[src/rtl/rsel_pkg.sv]
package rsel_pkg;

    // Width of the shift-bit counters; covers GROUP + GROUP bits comfortably.
    parameter int unsigned CNT_W = 8;

    typedef enum logic [1:0] {
        TX_IDLE,
        TX_SETUP,
        TX_HIGH,
        TX_HOLD
    } tx_state_e;

    // One shift job: how many bits in total, how many belong to the load
    // phase (the rest are flush zeros sent first), and the value of the
    // first load bit.
    typedef struct packed {
        logic [CNT_W-1:0] total;
        logic [CNT_W-1:0] load;
        logic             first_one;
    } job_t;

endpackage

[src/rtl/rsel_plan.sv]
module rsel_plan
    import rsel_pkg::*;
#(
    parameter int unsigned ROW_W = 5,
    parameter int unsigned GRP_W = 3
) (
    input  logic [ROW_W-1:0] row,
    input  logic [ROW_W-1:0] cur,
    input  logic             synced,
    output job_t             job
);
    localparam int unsigned GROUP = 1 << GRP_W;

    logic             in_seq;
    logic [GRP_W-1:0] low;

    assign low    = row[GRP_W-1:0];
    assign in_seq = synced && (row == ROW_W'(cur + 1'b1));

    always_comb begin
        if (in_seq) begin
            job.total     = CNT_W'(1);
            job.load      = CNT_W'(1);
            job.first_one = (low == '0);
        end else begin
            job.total     = CNT_W'(GROUP) + CNT_W'(low) + CNT_W'(1);
            job.load      = CNT_W'(low) + CNT_W'(1);
            job.first_one = 1'b1;
        end
    end

endmodule

[src/rtl/rsel_tx.sv]
module rsel_tx
    import rsel_pkg::*;
(
    input  logic clk,
    input  logic rst,
    input  logic start,
    input  logic din,
    output logic ready,
    output logic idle,
    output logic sclk,
    output logic sdata
);
    tx_state_e state;
    logic      d_q;

    assign ready = (state == TX_IDLE) || (state == TX_HOLD);
    assign idle  = (state == TX_IDLE);
    assign sclk  = (state == TX_HIGH);
    assign sdata = (state != TX_IDLE) ? d_q : 1'b0;

    always_ff @(posedge clk) begin
        if (rst) begin
            state <= TX_IDLE;
            d_q   <= 1'b0;
        end else begin
            case (state)
                TX_SETUP: state <= TX_HIGH;
                TX_HIGH:  state <= TX_HOLD;
                default: begin
                    if (start) begin
                        state <= TX_SETUP;
                        d_q   <= din;
                    end else begin
                        state <= TX_IDLE;
                    end
                end
            endcase
        end
    end

endmodule

[src/rtl/rsel_enc.sv]
module rsel_enc
    import rsel_pkg::*;
#(
    parameter int unsigned ROW_W = 5,
    parameter int unsigned GROUP = 8
) (
    input  logic                                clk,
    input  logic                                rst,
    input  logic                                adv,
    input  logic [ROW_W-1:0]                    row_addr,
    output logic                                row_clk,
    output logic                                row_data,
    output logic                                row_blank,
    output logic [ROW_W-$clog2(GROUP)-1:0]      row_en
);
    localparam int unsigned GRP_W = $clog2(GROUP);
    localparam int unsigned HI_W  = ROW_W - GRP_W;

    logic [ROW_W-1:0] cur_row;
    logic             synced;
    logic [HI_W-1:0]  en_q;
    logic [CNT_W-1:0] rem;
    logic [CNT_W-1:0] load_q;
    logic             first_q;

    job_t job;
    logic tx_ready, tx_idle;
    logic busy, accept, start, bit_d;

    rsel_plan #(.ROW_W(ROW_W), .GRP_W(GRP_W)) u_plan (
        .row    (row_addr),
        .cur    (cur_row),
        .synced (synced),
        .job    (job)
    );

    assign busy   = (rem != '0) || !tx_idle;
    assign accept = adv && !busy;
    assign start  = (rem != '0) && tx_ready;
    // The first load bit is sent when the remaining count equals the load size.
    assign bit_d  = first_q && (rem == load_q);

    rsel_tx u_tx (
        .clk   (clk),
        .rst   (rst),
        .start (start),
        .din   (bit_d),
        .ready (tx_ready),
        .idle  (tx_idle),
        .sclk  (row_clk),
        .sdata (row_data)
    );

    always_ff @(posedge clk) begin
        if (rst) begin
            cur_row <= '0;
            synced  <= 1'b0;
            en_q    <= '0;
            rem     <= '0;
            load_q  <= '0;
            first_q <= 1'b0;
        end else if (accept) begin
            cur_row <= row_addr;
            synced  <= 1'b1;
            en_q    <= row_addr[ROW_W-1:GRP_W];
            rem     <= job.total;
            load_q  <= job.load;
            first_q <= job.first_one;
        end else if (start) begin
            rem     <= rem - 1'b1;
        end
    end

    assign row_en    = en_q;
    assign row_blank = 1'b0;

endmodule

[config.mk]
export PLATFORM = sky130hd
export DESIGN_NAME = rsel_enc
export DESIGN_NICKNAME = d
export VERILOG_FILES = /design/src/rtl/rsel_pkg.sv /design/src/rtl/rsel_plan.sv /design/src/rtl/rsel_tx.sv /design/src/rtl/rsel_enc.sv
export SDC_FILE = /design/constraint.sdc
export NUM_CORES = 1
export LEC_CHECK = 0
export BUFFER_PORTS_ARGS = -buffer_cell sky130_fd_sc_hd__buf_2
export CORE_UTILIZATION = 39
export CTS_BUF_LIST = sky130_fd_sc_hd__clkbuf_2
export DETAILED_ROUTE_END_ITERATION = 8
export GPL_TIMING_DRIVEN = 0
export PLACE_DENSITY_LB_ADDON = 0.15
export SKIP_CTS_REPAIR_TIMING = 1
export SLEW_MARGIN = 25
export SYNTH_ARGS = -nofsm -noshare
export SYNTH_HDL_FRONTEND = slang
export SYNTH_SLANG_ARGS = --single-unit
[constraint.sdc]
create_clock -name clk -period 1.7 [get_ports clk]
set_input_delay 0.255 -clock clk [delete_from_list [all_inputs] [get_ports clk]]
set_output_delay 0.255 -clock clk [all_outputs]
set_load 0.005 [all_outputs]
**Word-level counts from Yosys, hierarchy flattened**

Index checks and enable logic that the tools add are counted.
Widths: inputs -> output; s select.

- Add/subtract/negate cells: 5
- Equality and inequality tests: 5
- Muxes and demuxes: 6
- Bitwise gates (word level): 1
- Reductions and logical operators: 15

Operators with widths:

| kind | number |
|---|---|
| $mux 17 | 1 |
| $mux 8 | 2 |
| $add 8x1->8 const B | 1 |
| $eq 8x8->1 | 1 |
| $reduce_bool 8->1 | 1 |
| $sub 8x1->8 const B | 1 |
| $add 4x3->5 const A | 1 |
| $add 5x1->5 const B | 1 |
| $eq 5x5->1 | 1 |
| $add 3x1->4 const B | 1 |
| $eq 2x2->1 const B | 2 |
| $logic_and 1x1->1 | 4 |
| $pmux 2 s2 | 1 |
| $reduce_bool 2->1 | 2 |
| $logic_not 3->1 | 1 |
| $eq 2x1->1 const B | 1 |
| $logic_not 1->1 | 2 |
| $logic_not 2->1 | 1 |
| $logic_or 1x1->1 | 2 |
| $mux 1 | 2 |
| $reduce_and 2->1 | 1 |
| $reduce_or 2->1 | 1 |
| $not 1->1 | 1 |

- Bits in registers: 28
- Bits of input ports: 8
- Output and inout bits: 5
- Logic and storage cells: 40

**Depth between registers and ports, before layout**

Gate-level depths: netlist of run 1.

- Depth after elaboration: 6
- Depth in mapped cells: 8
- Mapped depth without buffers: 7

**Hierarchy**

From an unflattened synthesis of run 1, not the netlist that was laid out.

- Cells, all modules: 196
- Area, all modules: 1586.5 sq um

Modules (own cells, without submodules):

| module | instances | cells each | area each (sq um) |
|---|---|---|---|
| rsel_enc | 1 | 140 | 1129.8 |
| rsel_plan | 1 | 40 | 307.8 |
| rsel_tx | 1 | 16 | 148.9 |

**Worst setup path before layout of run 1**

OpenSTA, ideal clock, no wires.

- Path kind: register to register
- Start: reg u_tx.state[0]
- End: reg rem[5]
- Library setup time: 130 ps
- Arrival time: 1637 ps
- Required time: 1570 ps
- Path slack: -67 ps
- Stages on the path, launching flop included: 8
- Clock period less this slack: 1767 ps
- Path through: dfxtp_1 -> inv_1 -> ha_1 -> or4_4 -> nor3_2 -> a21boi_1 -> xnor2_1 -> nor3_2

- Longest elaborated chain between the ends: 6
- Elaborated cells between the ends (all ways): 10
- Those cells by class: eq/ne (1); mux (1); reduce/logical (8)

Ends and longest elaborated chain:

| item | RTL line | source |
|---|---|---|
| start: declaration | rsel_tx.sv:13 | `tx_state_e state;` |
| start signal: assignment | rsel_tx.sv:23 | `state <= TX_IDLE;` |
| start signal: assignment | rsel_tx.sv:27 | `TX_SETUP: state <= TX_HIGH;` |
| start signal: assignment | rsel_tx.sv:28 | `TX_HIGH: state <= TX_HOLD;` |
| $logic_not 2->1 | rsel_tx.sv:16, rsel_tx.sv:17 |  |
| $logic_not 1->1 | rsel_enc.sv:37 | `assign busy = (rem != '0) \|\| !tx_idle;` |
| $logic_or 1x1->1 | rsel_enc.sv:37 |  |
| $logic_not 1->1 | rsel_enc.sv:38 | `assign accept = adv && !busy;` |
| $logic_and 1x1->1 | rsel_enc.sv:38 |  |
| $mux 8 / $reduce_bool 2->1 (equally long branches) | -- |  |
| end signal: assignment | rsel_enc.sv:66 | `rem <= job.total;` |
| end signal: assignment | rsel_enc.sv:70 | `rem <= rem - 1'b1;` |
| end: declaration | rsel_enc.sv:22 | `logic [CNT_W-1:0] rem;` |

Several ways; a longest one is shown, not always the timed one.
A chain may end at the register's enable or synchronous reset.

**Worst setup path in the final report of run 1**

Same ends and word-level chain as after synthesis.

==> results of run 1 <==
-- state kept, by name, indices dropped and copies added, names as in the netlist --
signal,count
rem,8
u_tx.state,2
synced,1
first_q,1
load_q,4
u_tx.d_q,1
cur_row,5
-- cell families (layout without fill, tap and decap cells) --
logic type | after synthesis | in the layout | share of synthesized area
adder cells (fa/ha/maj) | 7 | 7 | 0.0696
buffers and inverters | 14 | 44 | 0.0567
AO/OA/AOI/OAI | 29 | 29 | 0.162
other | 1 | 1 | 0.00298
flip-flops | 22 | 22 | 0.350
multiplexers | 2 | 2 | 0.0159
AND/OR/NAND/NOR | 53 | 53 | 0.252
XOR/XNOR | 13 | 13 | 0.0905
-- per-stage QoR --
| step | total power, µW | setup TNS [ns] | instances | utilization | setup slack, ns |
|---|---|---|---|---|---|
| finish | 2920 | -0.101 | 215 | 0.533 | -0.0709 |
| global route | 3120 | -0.695 | 215 | 0.533 | -0.130 |
| floorplan | 1830 | 0 | 141 | - | 0.0262 |
| detailed placement | 2090 | -3.72 | 196 | 0.452 | -0.288 |
| CTS | 2310 | -4.64 | 200 | 0.459 | -0.353 |
| global placement | 2060 | -3.01 | 196 | 0.452 | -0.255 |
-- area by class of cell --
| class | count | area, µm² | share of cell area |
|---|---|---|---|
| multi-input combinational | 105 | 837 | 0.515 |
| timing repair buffer | 26 | 175 | 0.108 |
| buffer | 8 | 67.6 | 0.0415 |
| tap | 44 | 55.1 | 0.0338 |
| clock buffer | 3 | 15.0 | 0.00923 |
| sequential | 22 | 450 | 0.277 |
| clock inverter | 1 | 3.75 | 0.00231 |
| inverter | 6 | 22.5 | 0.0138 |
-- cells in the mapped netlist (all sizes together), types with 4 or more instances --
cell type	n
nand3b	5
nand2b	4
dfxtp	22
nor3	7
nor2	10
a211oi	4
a21oi	9
buf	5
inv	6
nand2	12
ha	7
xnor2	10
-- power by group through the flow --
| stage | clock network [µW] | logic, µW | registers [µW] |
|---|---|---|---|
| after global placement | 0 | 1240 | 821 |
| after CTS | 223 | 1270 | 820 |
| final | 217 | 1850 | 853 |
| after detailed placement | 0 | 1260 | 831 |
| after global routing | 241 | 2000 | 880 |
| after floorplan | 0 | 1030 | 796 |
-- path summary, 6_finish.rpt --
kind                                     from    endpoint  depth (start not counted)
worst max-delay path            u_tx.state[0]      rem[5]                          7
worst min-delay path              row_addr[4]  cur_row[4]                          3
worst max register to register  u_tx.state[0]      rem[5]                          7
worst min register to register     cur_row[4]  cur_row[4]                          2
-- routing by layer --
metal	vias up	routed length, µm	GRT usage
met3	2	104	0.0220
li1	558	-	-
met4	0	13	0.0544
met1	523	1450	0.240
met2	18	1460	0.261
met5	-	0	0
-- worst max-delay path, stage by stage (launching register included) --
cell	delay, ns
sky130_fd_sc_hd__dfxtp_2	0.38
sky130_fd_sc_hd__inv_2	0.05
sky130_fd_sc_hd__ha_4	0.26
sky130_fd_sc_hd__or4_4	0.46
sky130_fd_sc_hd__nor3_4	0.15
sky130_fd_sc_hd__a21boi_2	0.19
sky130_fd_sc_hd__xnor2_1	0.15
sky130_fd_sc_hd__nor3_2	0.05
==> summary.md, run 1 <==
* 2 — final count of negative-setup-slack endpoints
* 4420 µm — global-route wire length before repair
* 1190 µW — net switching component of the power
* 141 — post-synthesis instance total
* 3460 µm² — Die Footprint
* 11 — Port Buf Inserts
* 0.350 — fraction of synthesized cell area taken by the top area cell type
* 0 — count of nets left with antenna violations after detail routing
* 0 — global route total overflow
* 187 — total number of nets in the final design
* 0.565 GHz — Max Clock Freq
* 1,101 — count of vias placed by the detailed router
* 0 — number of hold violations in the final report
* -0.07 ns — register-to-register setup slack
* 22 — # clock sinks
* 0 — antenna diode count
* 1630 µm² — summed area of non-filler cells in the final layout
* 0 — final routed DRC violation total
* 58.8 µm — height of the die
* 0 — Synthesis Warnings
* 1260 µm² — cell area after synthesis
* 0.630 — max-slew headroom at the worst pin
* 0 — # Max-Cap Violations
* 58.8 µm — Chip Width
* 0.351 — layout cells sized above 1
* 1790 nW/µm² — power density relative to cell area
* 0.000646 µW — leakage power total
* sky130_fd_sc_hd__dfxtp_1 — top cell type by total area after synthesis
* complete, but fails checks — outcome
* -0.0709 ns — setup slack of the critical path after layout
* 14.1 µm — routed length per placed instance
* sky130_fd_sc_hd__dfxtp_1 — most common library cell in the layout ignoring fill and taps
* 2 — number of buffers on the longest clock path
* 22 — number of storage elements in the synthesis netlist
* 1730 µW — cell internal power dissipation
* 3050 µm² — CORE AREA
* 29.4% — layout overhead on the synthesized area
* 20 — standard-cell row count
* 0.22 ns — clock slew at the register clock pins of the worst setup and hold paths
* 0.633 — part of the power in combinational logic
* flop — crit end category
* 3030 µm — drt total wl
* 0.074 — portion of total power attributed to the clock network
* 1880 µm — dpl hpwl
* 984 — number of global-route vias before repair
* 8 — worst-path fanout max
* 314 — FILL cells
* in2reg — worst hold path type
* sky130_fd_sc_hd__dfxtp_1 35%, sky130_fd_sc_hd__ha_1 7.0%, sky130_fd_sc_hd__xnor2_1 7.0% — most area-consuming cells after synthesis
* 0.292 — sequential group share of total power
* 0.408 — Net Sw Frac
* 0.555 ns — Least-Margin Pin Slew
* sky130_fd_sc_hd__clkbuf_2 — Clock Root Buffer
* 0 — Max Transition Viols Final
* 0 — Async S/R FF share, synth
* 5.12 — detail-routed via count per cell
* yes — unrepaired setup endpoints after global routing
* 1 — CTS H-tree depth
* flop — startpoint class of the critical path
* 1.04 — Tcrit/Tclk final
* 0 — count of flip-flops with a built-in enable after synthesis
* 8.92 µm² — Mapped Avg Cell Area
* 0.168 — total routing resource utilization after global routing
* 13 — # IOs
* 0.148 ns — hold slack final
* 0.00132 ns — Final Skew
* 3 — CTS Buf Count
* 39 — Yosys cell types
* 59 — DRC violation total after the first TritonRoute iteration
* 0.763 — routability-driven placement congestion ratio
* built — CTS tree
* 0.412 — starting density of the core
* 0 — antenna violations before repair
* 1.94 ns — required time at the worst-slack endpoint
* 18 x sky130_fd_sc_hd__dfxtp_1, 16 x sky130_fd_sc_hd__buf_4, 11 x sky130_fd_sc_hd__nand2_1, 11 x sky130_fd_sc_hd__buf_2 — most used cells in the layout excluding fill and tap cells
* 156 — Post-Synthesis Net Count
* 0.350 — sequential cell area fraction in the yosys report
* 1380 µm² — area of placed instances
* 0.33 ns — clock latency on the worst-skew pair
* 13 — largest net degree at the start of global routing
* 4 — first-pass iteration count of the detailed router
* reg2reg — startpoint-to-endpoint class of the critical path
* 1.77 ns — Min Clock Period, post-route
* 2.01 ns — Worst Path Arrival
* setup timing — violations in the final reports
* 0.816 mV — worst vdd ir
* sky130_fd_sc_hd__dfxtp_1 — flip-flop cell with the highest count after synthesis
No activity file was read; power rests on OpenSTA's default activity.
==> inputs of run 2 (changes only) <==
TNS_END_PERCENT = 5   (was unset)
==> run 2 against run 1 <==
  * The run still ends with setup timing left
  * Critical path depth decreased by 1
  * First-iteration DRC count decreased by 69%
  * Flip-flop and latch count unchanged
  * Clock power increased by 68%
  * Critical endpoint is now rem[3]
==> summary.md, run 2 (synthesis gave the netlist of run 1 again) <==
* 2670 µW — Power, Total, was 2920 µW
* 940 — number of global-route vias before repair, was 984
* 4330 µm — global-route wire length before repair, was 4420 µm
* cur_row[4] — endpoint of the worst hold-timing path, unchanged
* 0.500 — Final Core Density, was 0.533
* sky130_fd_sc_hd__clkbuf_2 — Clock Root Buffer, unchanged
* 0 — antenna violations before repair, unchanged
* 1.96 ns — required time at the worst-slack endpoint, was 1.94 ns
* 8 — worst-path fanout max, unchanged
* flop — crit end category, unchanged
* 810 µm² — area used by multi-input combinational logic, was 837 µm²
* 58.8 µm — Chip Width, unchanged
* 0.762 — routability-driven placement congestion ratio, was 0.763
* 3 — CTS Buf Count, unchanged
* 2 — number of buffers on the longest clock path, unchanged
* 2710 µm — drt total wl, was 3030 µm
* 0.33 ns — clock latency on the worst-skew pair, about the same
* rem (8), cur_row (5), load_q (4) — Top Registers, unchanged
* 3050 µm² — CORE AREA, unchanged
* 0.649 — max-slew headroom at the worst pin, was 0.630
* -0.09 ns — register-to-register setup slack, was -0.07 ns
* reg2reg — startpoint-to-endpoint class of the critical path, unchanged
* 0 — count of nets left with antenna violations after detail routing, unchanged
* met2 — Top Usage Layer GRT, unchanged
* 19 x sky130_fd_sc_hd__dfxtp_1, 12 x sky130_fd_sc_hd__nand2_1, 12 x sky130_fd_sc_hd__buf_2 — most used cells in the layout excluding fill and tap cells, was 18 x sky130_fd_sc_hd__dfxtp_1, 16 x sky130_fd_sc_hd__buf_4, 11 x sky130_fd_sc_hd__nand2_1, 11 x sky130_fd_sc_hd__buf_2
* 13.2 µm — routed length per placed instance, was 14.1 µm
* 6 — length in cells of the worst reg-to-reg path, was 7
* 300 — FILL cells, was 314
* 0 — global route total overflow, unchanged
* 1.79 ns — Min Clock Period, post-route, was 1.77 ns
* 2.05 ns — Worst Path Arrival, was 2.01 ns
* 21.3% — layout overhead on the synthesized area, was 29.4%
* 58.8 µm — height of the die, unchanged
* 205 — final cell count without fillers, was 215
* 1,066 — count of vias placed by the detailed router, was 1,101
* flop — startpoint class of the critical path, unchanged
* 1 — CTS H-tree depth, unchanged
* 0.412 — starting density of the core, unchanged
* 0.0286 — met3 global-route usage, was 0.0220
* 3460 µm² — Die Footprint, unchanged
* u_tx.state[0] — Critical R2R Launch, unchanged
* 0.267 — layout cells sized above 1, was 0.351
* 8 — final count of negative-setup-slack endpoints, was 2
* rem — register name with the most flops, unchanged
* yes — unrepaired setup endpoints after global routing, unchanged
* 196 — Placed Cells, unchanged
* 0.167 — total routing resource utilization after global routing, was 0.168
* 447 µm² — register cell area after layout, was 450 µm²
* 0.559 GHz — Max Clock Freq, was 0.565 GHz
* 11 — Port Buf Inserts, unchanged
* sky130_fd_sc_hd__dfxtp_1 — most common library cell in the layout ignoring fill and taps, unchanged
* rem[3] — worst flop-to-flop path endpoint, was rem[5]
* 177 — total number of nets in the final design, was 187
* 5.20 — detail-routed via count per cell, was 5.12
* 18 — DRC violation total after the first TritonRoute iteration, was 59
* 0.233 — met1 track demand over resource in global routing, was 0.240
* 0.21 ns — clock slew at the register clock pins of the worst setup and hold paths, was 0.22 ns
* row_addr[4] — worst min-delay path startpoint, unchanged
* 0 — # Max-Cap Violations, unchanged
* 0 — number of hold violations in the final report, unchanged
* 0 — Max Transition Viols Final, unchanged
* 14 — largest net degree at the start of global routing, was 13
* 1750 nW/µm² — power density relative to cell area, was 1790 nW/µm²
* 1930 µm — dpl hpwl, was 1880 µm
* 4 — first-pass iteration count of the detailed router, unchanged
* -0.0889 ns — setup slack of the critical path after layout, was -0.0709 ns
* 0 — antenna diode count, unchanged
* 0.000594 µW — leakage power total, was 0.000646 µW
* 20 — standard-cell row count, unchanged
* 0.526 ns — Least-Margin Pin Slew, was 0.555 ns
* in2reg — worst hold path type, unchanged
* 3 — Hold Path Depth, unchanged
* 0.728 mV — worst vdd ir, was 0.816 mV
* 8 — max FFs per register, unchanged
* built — CTS tree, unchanged
* 0.152 ns — hold slack final, was 0.148 ns
* 1.05 — Tcrit/Tclk final, was 1.04
* 22 — # clock sinks, unchanged
* 0.00711 ns — Final Skew, was 0.00132 ns
* 0 — final routed DRC violation total, unchanged
* 13 — # IOs, unchanged
* setup timing — violations in the final reports, unchanged
* complete, but fails checks — outcome, unchanged
* 0.263 — met2 Track Usage GR, was 0.261
run 2: cell types whose count changed in the layout (fill, tap and decap cells not counted), sizes merged:
cell    delta
buf       -10
clkinv     -1
bufinv     +1
run 2: final cells by class:
class | count | area share
sequential | 22 | 0.293
clock buffer | 3 | 0.00984
buffer | 8 | 0.0353
clock inverter | 1 | 0.0197
inverter | 6 | 0.0148
multi-input combinational | 105 | 0.531
tap | 44 | 0.0361
timing repair buffer | 16 | 0.0607
run 2: critical path, cell delays in order, from the launching register on:
cell	delay [ns]
sky130_fd_sc_hd__dfxtp_2	0.36
sky130_fd_sc_hd__inv_1	0.10
sky130_fd_sc_hd__ha_4	0.24
sky130_fd_sc_hd__or4_4	0.45
sky130_fd_sc_hd__a211oi_1	0.27
sky130_fd_sc_hd__a221oi_1	0.08
sky130_fd_sc_hd__a211oi_1	0.22
run 2: worst max path at each step:
stage	startpoint	to
finish	u_tx.state[0]	rem[3]
global route	rem[1]	rem[2]
CTS	rem[1]	load_q[1]
detailed placement	rem[0]	load_q[1]
global placement	rem[0]	load_q[1]
floorplan	rem[0]	rem[2]
run 2: power by group:
group	switching (µW)	internal, µW	leakage [µW]
Clock	162	203	0.0000266
Sequential	156	672	0.000181
Combinational	728	750	0.000387
run 2: per-layer routing:
layer | share of wire | wire length (µm)
met5 | 0 | 0
met4 | 0 | 0
met3 | 0.023 | 62
met2 | 0.49 | 1320
met1 | 0.49 | 1330
run 2: through the flow:
step | setup TNS, ns | cell area [µm²] | worst slack (ns)
final | -0.358 | 1530 | -0.0889
after global routing | -1.83 | 1530 | -0.168
after CTS | -4.41 | 1430 | -0.322
after detailed placement | -3.91 | 1380 | -0.299
after global placement | -3.22 | 1380 | -0.260
after floorplan | -0.00571 | 1270 | -0.00571
